--- src/rtl/fdr_pkg.sv ---
package fdr_pkg;
  localparam int ADDR_W = 8;
  localparam int DATA_W = 16;
  localparam logic [ADDR_W-1:0] ADDR_DIV_HOLD = 8'h18;
  localparam logic [ADDR_W-1:0] ADDR_CTRL     = 8'h19;
  localparam int CTRL_MODE_BIT = 0;
  localparam int CTRL_SYNC_BIT = 1;

  // Terminal count reached: last frame of the period (>= guards a shrink of N).
  function automatic logic period_end(input logic [DATA_W-1:0] cnt,
                                      input logic [DATA_W-1:0] n);
    return (n != '0) && (cnt >= n - 1'b1);
  endfunction

  function automatic logic [DATA_W-1:0] count_step(input logic [DATA_W-1:0] cnt,
                                                   input logic [DATA_W-1:0] n);
    return period_end(cnt, n) ? '0 : cnt + 1'b1;
  endfunction
endpackage

--- src/rtl/fdr_regs.sv ---
module fdr_regs
  import fdr_pkg::*;
(
  input  logic              clk,
  input  logic              rst_n,
  input  logic              wr_en,
  input  logic [ADDR_W-1:0] wr_addr,
  input  logic [DATA_W-1:0] wr_data,
  output logic [DATA_W-1:0] shadow_div,
  output logic [DATA_W-1:0] active_div,
  output logic              host_mode,
  output logic              commit,
  output logic              commit_mode,
  output logic              sync_rise
);
  logic sync_q;
  logic wr_hold;

  assign wr_hold     = wr_en && (wr_addr == ADDR_DIV_HOLD);
  assign commit      = wr_en && (wr_addr == ADDR_CTRL);
  assign commit_mode = wr_data[CTRL_MODE_BIT];
  assign sync_rise   = commit && commit_mode && wr_data[CTRL_SYNC_BIT] && !sync_q;

  always_ff @(posedge clk or negedge rst_n) begin
    if (!rst_n) begin
      shadow_div <= '0;
      active_div <= '0;
      host_mode  <= 1'b0;
      sync_q     <= 1'b0;
    end else begin
      if (wr_hold) shadow_div <= wr_data;
      if (commit) begin
        active_div <= shadow_div;
        host_mode  <= commit_mode;
        sync_q     <= wr_data[CTRL_SYNC_BIT];
      end
    end
  end
endmodule

--- src/rtl/fdr_phase.sv ---
module fdr_phase (
  input  logic clk,
  input  logic rst_n,
  input  logic commit,
  input  logic commit_mode,
  input  logic sync_rise,
  input  logic div_zero,
  input  logic align_fire,
  input  logic host_fire,
  output logic align_pending,
  output logic armed
);
  always_ff @(posedge clk or negedge rst_n) begin
    if (!rst_n) begin
      align_pending <= 1'b0;
      armed         <= 1'b0;
    end else begin
      if (commit)          align_pending <= !commit_mode;
      else if (align_fire) align_pending <= 1'b0;

      if (sync_rise)                                  armed <= 1'b1;
      else if (host_fire || div_zero)                 armed <= 1'b0;
      else if (commit && !commit_mode)                armed <= 1'b0;
    end
  end
endmodule

--- src/rtl/fdr_counter.sv ---
module fdr_counter
  import fdr_pkg::*;
(
  input  logic              clk,
  input  logic              rst_n,
  input  logic              in_stb,
  input  logic              reload,
  input  logic              div_zero,
  input  logic [DATA_W-1:0] n,
  output logic [DATA_W-1:0] cnt,
  output logic              at_end
);
  assign at_end = period_end(cnt, n);

  always_ff @(posedge clk or negedge rst_n) begin
    if (!rst_n)                  cnt <= '0;
    else if (div_zero || reload) cnt <= '0;
    else if (in_stb)             cnt <= count_step(cnt, n);
  end
endmodule

--- src/rtl/frame_div_rst_gen.sv ---
module frame_div_rst_gen
  import fdr_pkg::*;
(
  input  logic              clk,
  input  logic              rst_n,
  input  logic              wr_en,
  input  logic [ADDR_W-1:0] wr_addr,
  input  logic [DATA_W-1:0] wr_data,
  input  logic              in_frame_stb,
  input  logic              out_frame_stb,
  input  logic              default_rst_req,
  output logic              div_rst_pulse
);
  logic [DATA_W-1:0] shadow_div;
  logic [DATA_W-1:0] active_div;
  logic [DATA_W-1:0] cnt;
  logic host_mode, commit, commit_mode, sync_rise;
  logic align_pending, armed, at_end, div_zero;
  logic align_fire, host_fire, wrap_fire;

  fdr_regs regs_i (
    .clk(clk), .rst_n(rst_n), .wr_en(wr_en), .wr_addr(wr_addr), .wr_data(wr_data),
    .shadow_div(shadow_div), .active_div(active_div), .host_mode(host_mode),
    .commit(commit), .commit_mode(commit_mode), .sync_rise(sync_rise)
  );

  assign div_zero   = (active_div == '0);
  assign align_fire = !div_zero && !host_mode && align_pending && in_frame_stb;
  assign host_fire  = !div_zero && host_mode && armed && out_frame_stb;
  assign wrap_fire  = !div_zero && in_frame_stb && at_end;

  fdr_phase phase_i (
    .clk(clk), .rst_n(rst_n), .commit(commit), .commit_mode(commit_mode),
    .sync_rise(sync_rise), .div_zero(div_zero), .align_fire(align_fire),
    .host_fire(host_fire), .align_pending(align_pending), .armed(armed)
  );

  fdr_counter counter_i (
    .clk(clk), .rst_n(rst_n), .in_stb(in_frame_stb),
    .reload(align_fire || host_fire), .div_zero(div_zero),
    .n(active_div), .cnt(cnt), .at_end(at_end)
  );

  assign div_rst_pulse = div_zero ? default_rst_req
                                  : (align_fire || host_fire || wrap_fire);
endmodule

--- config.mk ---
export PLATFORM = sky130hd
export DESIGN_NAME = frame_div_rst_gen
export DESIGN_NICKNAME = d
export VERILOG_FILES = /design/src/rtl/fdr_pkg.sv /design/src/rtl/fdr_regs.sv /design/src/rtl/fdr_phase.sv /design/src/rtl/fdr_counter.sv /design/src/rtl/frame_div_rst_gen.sv
export SDC_FILE = /design/constraint.sdc
export NUM_CORES = 1
export LEC_CHECK = 0
export BUFFER_PORTS_ARGS = -buffer_cell sky130_fd_sc_hd__buf_4
export CORE_AREA = 2 2 85 87
export DETAILED_ROUTE_END_ITERATION = 10
export DIE_AREA = 0 0 87 89
export PLACE_DENSITY = 0.65
export SYNTH_ARGS = -nofsm -noshare
export SYNTH_HDL_FRONTEND = slang
export SYNTH_HIERARCHICAL = 1
export SYNTH_SLANG_ARGS = --single-unit
--- constraint.sdc ---
create_clock -name clk -period 3 [get_ports clk]
set_input_delay 0.3 -clock clk [delete_from_list [all_inputs] [get_ports clk]]
set_output_delay 0.3 -clock clk [all_outputs]
set_load 0.005 [all_outputs]
==> results of run 1 <==
[layout by cell type, fill, tap and decap left out, types with 3 or more instances in the layout]
cell type  instances
mux2_2            34
nor3_1             7
clkbuf_8           5
xnor2_1            8
nand2b_1           3
nand3_1            5
xor2_1             5
nor4_4             4
inv_1             10
nand4_1            6
ha_1              19
nor2_1            16
nor4_1             4
a31oi_1            9
and3_1             3
o21ai_0           11
buf_4             62
buf_6              3
dfrtp_1           52
nand2_1           23
nor2b_1            3
a21oi_1           18
[layer usage]
layer | track usage, % | wire length (um) | vias to the layer above
met3 | 2.95 | 238 | 8
li1 | - | - | 1174
met1 | 23.8 | 2930 | 1150
met5 | 0 | 0 | -
met2 | 29.8 | 3210 | 43
met4 | 3.98 | 64 | 0
[cell usage after synthesis, drive strengths merged]
cell and number:
nand3b 1, a21o 1, inv 10, clkbuf 1
a2111oi 1, nor3 10, nor4 10, and4 2
o41ai 1, a211oi 1, a31oi 9, or4 1
or2b 2, mux2 34, nor2 16, xor2 5
a2bb2oi 1, nor4bb 1, o31a 2, a21oi 19
nand2 24, a31o 2, and2 1, a41oi 1
and3b 1, nand3 6, nand2b 3, ha 19
buf 9, nand4b 2, o21ai 12, mux2i 1
dfrtp 52, and3 3, nor4b 1, xnor2 9
nor2b 3, o21a 1, o211ai 1, nand4 6
[area by class of cell]
class                           instances  area [sq um]  share of cell area [%]
Clock buffer                            6          72.6                    1.92
Clock inverter                          2          17.5                   0.464
Inverter                               10          37.5                   0.994
Multi-Input combinational cell        213          1720                    45.5
Sequential cell                        52          1300                    34.5
Tap cell                               80           100                    2.65
Timing Repair Buffer                   67           527                    14.0
[final timing paths]
check,endpoint,cells past startpoint,slack [ns]
max in group asynchronous,regs_i/active_div[10],1,2.55
worst min-delay path,counter_i/cnt[3],1,-0.002
worst max-delay path,div_rst_pulse,15,-0.50
min in group clk,regs_i/shadow_div[10],2,0.21
worst max register to register,counter_i/cnt[3],14,-0.18
worst min register to register,regs_i/active_div[5],1,0.51
[power by group through the flow]
stage	Sequential (mW)	Combinational (mW)	Clock, mW
floorplan	0.734	0.0578	0
global placement	0.735	0.116	0
detailed placement	0.736	0.120	0
CTS	0.722	0.127	0.440
global route	0.724	0.144	0.464
finish	0.722	0.129	0.425
[kinds of logic (layout without fill, tap and decap cells)]
logic type | count (synthesis) | after routing
XOR/XNOR | 14 | 14
multiplexers | 35 | 35
AO/OA/AOI/OAI | 52 | 52
adder cells (fa/ha/maj) | 19 | 19
flip-flops | 52 | 52
AND/OR/NAND/NOR | 93 | 93
buffers and inverters | 20 | 85
[registers in the layout (all words and copies together) (netlist names)]
| name | flops |
|---|---|
| counter_i/cnt | 16 |
| phase_i/align_pending | 1 |
| phase_i/armed | 1 |
| regs_i/active_div | 16 |
| regs_i/host_mode | 1 |
| regs_i/shadow_div | 16 |
| regs_i/sync_q | 1 |
[repair_timing]
item / 4_1_cts / 5_1_grt
cloned: 1 / 0
setup buffers: 6 / 2
setup endpoints to repair: 5 / 17
pin swaps: 21 / 8
gates resized for setup: 9 / 11
[worst max-delay path: stages (launching register included)]
cell	delay [ns]
dfrtp_1	0.42
nor4_4	0.32
nand2b_1	0.20
buf_6	0.17
nor3_4	0.14
xnor2_2	0.10
ha_1	0.31
nand4_1	0.16
nor2_1	0.08
nor4_2	0.24
o41ai_2	0.14
and2_4	0.16
o21ai_1	0.11
a21oi_1	0.07
a21o_1	0.16
buf_6	0.11
[per-stage QoR]
step           hold WS, ns  setup WS (ns)  instances  TNS (ns)  total power [mW]
3_3_place_gp         0.376         -0.103        415    -0.103             0.852
3_5_place_dp         0.373         -0.178        415    -0.263             0.856
2_1_floorplan      0.00441        0.00500        285         0             0.791
5_1_grt             0.0530         -0.661        430     -4.41              1.33
4_1_cts             0.0242         -0.459        430    -0.788              1.29
6_report          -0.00213         -0.499        430     -1.94              1.28
==> impl_metrics.toml, run 1 <==
[pwr]
clockPowerShare_pct = 33.3
switching_share_pct = 25.2
p_leak_nw = 1.90
p_switching_mw = 0.321
peakVddDrop_uv = 318
power_density_mw_per_mm2 = 338
pwr-share-comb_pct = 10.1
seqPwrFrac_pct = 56.6
intPower_mw = 0.955

[yosys]
synthMuxAreaShare_pct = 13.0
synth-compound-area-share_pct = 10.5
synth_top_area_cell = "dfrtp_1"
avgSynthCellArea_sq_um = 10.6
synth-seq-cells = 52
synth_xor_area_share_pct = 4.06
synth.yosys.seq_area_share_pct = 43.1
synth_cells = 285
ys_top_cells_by_area = "dfrtp_1 (43%), mux2_2 (13%), ha_1 (7.9%)"
netlist.area_leader.share_pct = 43.1
yosys_warnings = 6
synthDistinctLibCells = 45
synth_area_sq_mm = 0.00302
synthAdderAreaFrac_pct = 7.88
synth_top_family_by_area = "simple AND/OR/NAND/NOR gates"
synth_nets = 334
yosys.area_share.simple_pct = 17.2

[clock_tree]
clk_pin_slew_ns = 0.11
clk_latency_ns = 0.31
cts_tree = "yes"
cts_made_buffers = 5
clockRootBuffer = "clkbuf_8"
cts_max_path_buffers = 2
cts_max_level = 2
clkSinkCount = 52
cts_hold_buffers = 0

[timing]
final-hold-violation-count = 6
min_period_over_period_pct = 117
rsz0062_at_grt = "true"
fin_hold_ws_ns = -0.00213
final-setup-viol-count = 14
skew_ns = 0.0116
fin_ws_ns = -0.499
fmax_ghz = 0.286
report.final.slew_viol_count = 0
tightest_slew_ns = 0.699
max_slew_margin_pct = 53.4
post-route-min-period_ns = 3.50

[drt]
wl_per_cell_um = 15.0
drt-total-wl_um = 6450
drc = 0
ant_nets = 0
vias_per_cell = 5.52
drtPass1Iterations = 4
drt_iter0_markers = 82
vias = 2375

[die]
rows = 30
io_pins = 31
initial_core_util_pct = 44.9
core_area_sq_mm = 0.00672
die_area_sq_mm = 0.00774
die_w_um = 87
die_h_um = 89

[finish]
fin_area_sq_mm = 0.00377
diodes = 0
utilization_pct = 56.2
syn2layout_area_growth_pct = 25.1
layout.nets = 398
nFillCells = 586
layout-drive-gt1-share_pct = 36.6

[placed_design]
placed_cell_area_sq_mm = 0.00352
port_buffers = 30
gp_congestion = 0.871
dp_hpwl_um = 4690

[run_status]
violations = "hold timing, setup timing"
status = "finished with violations"

[critical_path]
r2r_start = "regs_i/active_div[8]"
crit_arrival_ns = 3.20
cp.required_ns = 2.70
crit_path_start_kind = "register"
cp_max_fo = 4
worstSetupPathType = "reg -> out"
crit_start = "regs_i/active_div[8]"
endpoint_kind = "output port"

[grt]
globalRouteOverflowTotal = 0
grt_pass1_vias = 2312
grtUsageTotal_pct = 17.6
antenna_found_initial = 0
grt_pass1_wl_um = 10900
grt_max_degree = 53

[job]
maxCapViolations = 0

[hold_path]
hp-class = "in -> async"
Note: power is estimated with default switching activity, not from simulation.
==> inputs of run 2 (changes only) <==
BUFFER_PORTS_ARGS = -buffer_cell sky130_fd_sc_hd__buf_2   (was -buffer_cell sky130_fd_sc_hd__buf_4)
==> run 2 against run 1 <==
  * The flow finishes with violations (setup timing)
  * Clock power is 2% lower
  * Sequential share of layout area is 0.38 points higher
  * Register-to-register slack got worse by 0.04 ns
  * Power down 1.3%
  * Core utilization shrank 0.61 points
  * Routed wire length increased by 3.0%
  * Non-clock buffer count up 3
  * Clock skew shrank 0.0059 ns
  * Critical path type unchanged
  * Largest power group unchanged
==> impl_metrics.toml, run 2 (synthesis results as in run 1) <==
[drt]
drt_iter0_markers = 79
wl_per_cell_um = 15.3
drc = 0
vias = 2418
drt-total-wl_um = 6650
ant_nets = 0
vias_per_cell = 5.58
drtPass1Iterations = 4

[finish]
final_cell_mix = "dfrtp_1 (52), buf_4 (35), mux2_2 (34), buf_2 (30), nand2_1 (21)"
syn2layout_area_growth_pct = 23.8
diodes = 0
layout.nets = 401
final_common_cell = "dfrtp_1"
layout-drive-gt1-share_pct = 38.5
regArea_sq_mm = 0.00130
multiInputGateArea_sq_mm = 0.00173
final_cells = 433
nFillCells = 585
largestRegisters = "counter_i/cnt x16, regs_i/active_div x16, regs_i/shadow_div x16"

[critical_path]
ff2ff_setup_slack_ns = -0.22
crit_path_start_kind = "register"
r2r_start = "regs_i/active_div[0]"
path_delay_family = "simple AND/OR/NAND/NOR gates"
crit_arrival_ns = 3.19
cp_max_fo = 4
crit_slowest_cell = "dfrtp_1"
worstSetupPathType = "reg -> out"
reg2reg_to = "counter_i/cnt[3]"
cp.required_ns = 2.70
path_cells = "nor4_4 -> nand2_2 -> nor4_2 -> xnor2_1 -> ha_1 -> a21oi_1 -> nor2_2 -> nor4_2 -> o41ai_2 -> and2_4 -> o21ai_1 -> a21oi_1 -> a21o_1 -> buf_2"
max_stage_delay_ns = 0.45
crit_buf_inv = 1
endpoint_kind = "output port"
worst-r2r-cell-count = 14

[timing]
final-hold-violation-count = 0
fin_ws_ns = -0.488
tightest_slew_ns = 0.701
rsz0062_at_grt = "true"
max_slew_margin_pct = 53.3
fmax_ghz = 0.287
report.final.slew_viol_count = 0
final-setup-viol-count = 16
skew_ns = 0.00569
min_period_over_period_pct = 116
post-route-min-period_ns = 3.49

[pwr]
peakVddDrop_uv = 252
p_leak_nw = 1.87
clockPowerShare_pct = 33.1
p_total_mw = 1.26
power_density_mw_per_mm2 = 337
p_switching_mw = 0.318
seqPwrFrac_pct = 57.3
pwr-share-comb_pct = 9.6
intPower_mw = 0.941
switching_share_pct = 25.3

[job]
maxCapViolations = 0

[die]
initial_core_util_pct = 44.9
die_w_um = 87
die_h_um = 89
rows = 30
die_area_sq_mm = 0.00774
core_area_sq_mm = 0.00672
io_pins = 31

[grt]
globalRouteOverflowTotal = 0
grt_pass1_vias = 2388
grt_pass1_wl_um = 11200
grtUsageTotal_pct = 18.2
grt_max_degree = 31
antenna_found_initial = 0

[run_status]
violations = "setup timing"
status = "finished with violations"

[placed_design]
dp_cells = 416
port_buffers = 30
gp_congestion = 0.898
dp_hpwl_um = 4780

[clock_tree]
cts_tree = "yes"
cts_max_level = 2
cts_max_path_buffers = 2
cts_hold_buffers = 0
clk_pin_slew_ns = 0.10
clkSinkCount = 52
clockRootBuffer = "clkbuf_8"
clk_latency_ns = 0.31
cts_made_buffers = 5

[hold_path]
hp-class = "in -> async"
run 2: cell count changes in the layout (fill, tap and decap cells not counted), moves of 2 or more:
cell / change
nand2_2: +2
o21ai_1: +4
nand2_1: -2
buf_6: +2
buf_4: -27
buf_2: +30
a21oi_4: +2
a21oi_1: -3
o21ai_0: -5
run 2: stage by stage:
step           TNS, ns  hold WS, ns  util [%]  setup WS, ns  instance area [sq um]
2_1_floorplan        0      0.00441         -       0.00500                   3050
3_3_place_gp    -0.100        0.377      51.3        -0.100                   3450
3_5_place_dp    -0.169        0.385      51.3        -0.162                   3450
4_1_cts         -0.521       0.0397      53.6        -0.438                   3600
5_1_grt          -5.20       0.0673      55.6        -0.671                   3730
6_report         -2.39       0.0202      55.6        -0.488                   3730
run 2: how the worst max path moves through the flow:
| stage | startpoint | end | cells past startpoint |
|---|---|---|---|
| 2_1_floorplan | regs_i/active_div[5] | div_rst_pulse | 14 |
| 3_3_place_gp | regs_i/active_div[7] | div_rst_pulse | 14 |
| 3_5_place_dp | regs_i/active_div[3] | div_rst_pulse | 14 |
| 4_1_cts | regs_i/active_div[10] | div_rst_pulse | 12 |
| 5_1_grt | regs_i/active_div[4] | div_rst_pulse | 14 |
| 6_report | regs_i/active_div[0] | div_rst_pulse | 14 |
run 2: layer usage:
layer | share of wire (%) | vias to the layer above | global-route usage, %
met1 | 46 | 1186 | 23.8
met3 | 3.1 | 12 | 3.42
li1 | - | 1178 | -
met5 | 0 | - | 0
met4 | 1.8 | 0 | 6.25
met2 | 49 | 42 | 30.4
run 2: power by group through the flow:
stage / Clock, mW / Sequential, mW / Combinational, mW
2_1_floorplan: 0 / 0.734 / 0.0578
3_3_place_gp: 0 / 0.735 / 0.107
3_5_place_dp: 0 / 0.736 / 0.111
4_1_cts: 0.437 / 0.722 / 0.116
5_1_grt: 0.462 / 0.725 / 0.135
6_report: 0.416 / 0.722 / 0.121
run 2: what timing repair did:
item                                    4_1_cts  5_1_grt
endpoints found under the setup margin        7       17
gates cloned                                  1        0
gates resized for setup                       7       25
buffers inserted                              7        5
pin swaps                                    17       15
run 2: layout make-up:
class / instances / area share, %
multi-input combinational: 213 / 46.4
timing repair buffer: 70 / 12.6
clock buffer: 5 / 1.84
sequential: 52 / 34.9
tap: 80 / 2.68
clock inverter: 3 / 0.603
inverter: 10 / 1.01
==> inputs of run 3 (changes only) <==
GPL_TIMING_DRIVEN = 0   (was unset)
PLACE_DENSITY = unset   (was 0.65)
clock period = 3.5 ns   (was 3 ns; I/O delays follow)
==> run 3 against run 2 <==
  * The flow still finishes with violations (setup timing)
  * Core utilization is 0.67 points lower
  * Non-clock buffer count is 12 lower
  * Count of clock-buffer cells in the layout stayed put
  * Hold slack better by 0.24 ns
  * Die area stayed put
  * Flip-flop and latch count stayed put
  * Design area is 1.2% lower
  * First-iteration DRC count is 8.9% lower
  * Clock power is 12% lower
  * Combinational power is 15% lower
  * Critical path depth stayed put
  * Register-to-register slack better by 0.40 ns
  * Largest cell class unchanged
  * Highest routed layer unchanged
==> impl_metrics.toml, run 3 (synthesis results as in run 1) <==
[clock_tree]
cts_tree = "yes"
cts_max_path_buffers = 2
cts_made_buffers = 5
cts_hold_buffers = 0
cts_max_level = 2
clockRootBuffer = "clkbuf_8"
clkSinkCount = 52
clk_pin_slew_ns = 0.10
clk_latency_ns = 0.32

[drt]
ant_nets = 0
vias = 2336
drt-total-wl_um = 6470
vias_per_cell = 5.55
drc = 0
drt_iter0_markers = 72
wl_per_cell_um = 15.4
drtPass1Iterations = 4

[grt]
antenna_found_initial = 0
globalRouteOverflowTotal = 0
grt_max_degree = 53
grtUsageTotal_pct = 17.9
grt_pass1_vias = 2136
grt_pass1_wl_um = 10600

[timing]
final-hold-violation-count = 0
fin_ws_ns = -0.166
fin_hold_ws_ns = 0.258
post-route-min-period_ns = 3.67
rsz0062_at_grt = "true"
final-setup-viol-count = 1
min_period_over_period_pct = 105
finalSetupTns_ns = -0.166
tightest_slew_ns = 1.18
max_slew_margin_pct = 21.1
skew_ns = 0.00588
report.final.slew_viol_count = 0
fmax_ghz = 0.273

[placed_design]
dp_slack_ns = -0.317
gp_congestion = 0.806
placed_cell_area_sq_mm = 0.00327
dp_cells = 395
port_buffers = 30
dp_hpwl_um = 4390

[finish]
utilization_pct = 54.9
largestRegisters = "counter_i/cnt x16, regs_i/active_div x16, regs_i/shadow_div x16"
final_common_cell = "dfrtp_1"
fin_area_sq_mm = 0.00369
final_cells = 421
diodes = 0
nFillCells = 570
layout-drive-gt1-share_pct = 37.5
syn2layout_area_growth_pct = 22.3
layout.nets = 389
final_cell_mix = "dfrtp_1 (46), mux2_2 (34), buf_2 (33), nand2_1 (23), ha_1 (18)"

[hold_path]
hp-class = "in -> reg"

[critical_path]
cp.required_ns = 3.15
cp_max_fo = 6
path_cells = "nor4_4 -> nand2_2 -> nor4_4 -> xnor2_1 -> ha_1 -> nand4_1 -> nor2_1 -> nor4_2 -> o41ai_4 -> and2_4 -> o21ai_2 -> a21oi_1 -> a21o_1 -> buf_2"
path_delay_family = "simple AND/OR/NAND/NOR gates"
worstSetupPathType = "reg -> out"
crit_buf_inv = 1
endpoint_kind = "output port"
crit_arrival_ns = 3.32
cpMostUsedCell = "nor4_4"
crit_path_start_kind = "register"
max_stage_delay_ns = 0.49
crit_slowest_cell = "dfrtp_2"

[pwr]
p_leak_nw = 1.86
peakVddDrop_uv = 247
p_total_mw = 1.09
switching_share_pct = 25.8
pwr-share-comb_pct = 9.5
intPower_mw = 0.807
power_density_mw_per_mm2 = 295
seqPwrFrac_pct = 56.9
p_switching_mw = 0.281
clockPowerShare_pct = 33.6

[die]
die_h_um = 89
io_pins = 31
core_area_sq_mm = 0.00672
initial_core_util_pct = 44.9
die_w_um = 87
die_area_sq_mm = 0.00774
rows = 30

[run_status]
violations = "setup timing"
status = "finished with violations"

[job]
maxCapViolations = 0
[run 3: cell count changes in the layout (fill, tap and decap cells not counted), moves of 2 or more]
cell     delta
o21ai_1     -4
buf_2       +3
nand2_1     +2
nand2_2     -2
dfrtp_2     +6
a21oi_1     +2
nor3_2      -2
o21ai_0     +3
dfrtp_1     -6
buf_4      -18
a21oi_2     -2
[run 3: power groups by stage]
stage	Combinational [mW]	Sequential (mW)	Clock, mW
after floorplan	0.0485	0.629	0
after global placement	0.0861	0.631	0
after detailed placement	0.0881	0.631	0
after CTS	0.0935	0.619	0.373
after global routing	0.116	0.621	0.405
final	0.103	0.619	0.366
[run 3: what timing repair did]
action,CTS,global route
setup endpoints to repair,11,12
pin swaps,17,13
endpoints found under the hold margin,0,0
gates cloned,0,1
resized for setup,24,18
setup buffers,11,8
[run 3: layout make-up]
type	count	area, sq um	share of cell area, %
clock buffers	5	68.8	1.87
plain buffers	9	83.8	2.27
repair buffers	49	318	8.62
flip-flops and latches	52	1310	35.5
multi-input cells	213	1750	47.4
inverters	10	37.5	1.02
well taps	80	100	2.71
clock inverters	3	22.5	0.611
[run 3: routing by layer]
| metal | wire [um] | track usage (%) | up-vias | part of all wire [%] |
|---|---|---|---|---|
| met5 | 0 | 0 | - | 0 |
| li1 | - | - | 1155 | - |
| met1 | 2890 | 23.8 | 1131 | 45 |
| met2 | 3230 | 29.7 | 41 | 50 |
| met4 | 94 | 5.68 | 0 | 1.5 |
| met3 | 252 | 3.51 | 9 | 3.9 |
[run 3: worst register-to-register path: stages (launching register included)]
cell and delay, ns:
dfrtp_2 0.49, nor4_4 0.34, nand2_2 0.18, nor4_4 0.26, xnor2_1 0.16, ha_1 0.28, nand4_1 0.13, nor2_1 0.07
nor4_2 0.32, o41ai_4 0.16, buf_4 0.17, a21oi_4 0.14, buf_6 0.16, buf_6 0.13, o21ai_0 0.08, a31oi_1 0.20
[run 3: path summary, 6_finish.rpt]
path / start / cells after the start / end / slack, ns
max: regs_i/active_div[2] / 14 / div_rst_pulse / -0.17
min: wr_data[9] / 2 / regs_i/shadow_div[9] / 0.26
max reg2reg: regs_i/active_div[2] / 15 / counter_i/cnt[8] / 0.18
min reg2reg: regs_i/shadow_div[15] / 1 / regs_i/active_div[15] / 0.51
max in group asynchronous: rst_n / 1 / regs_i/active_div[7] / 2.43
min in group asynchronous: rst_n / 1 / counter_i/cnt[12] / 0.27
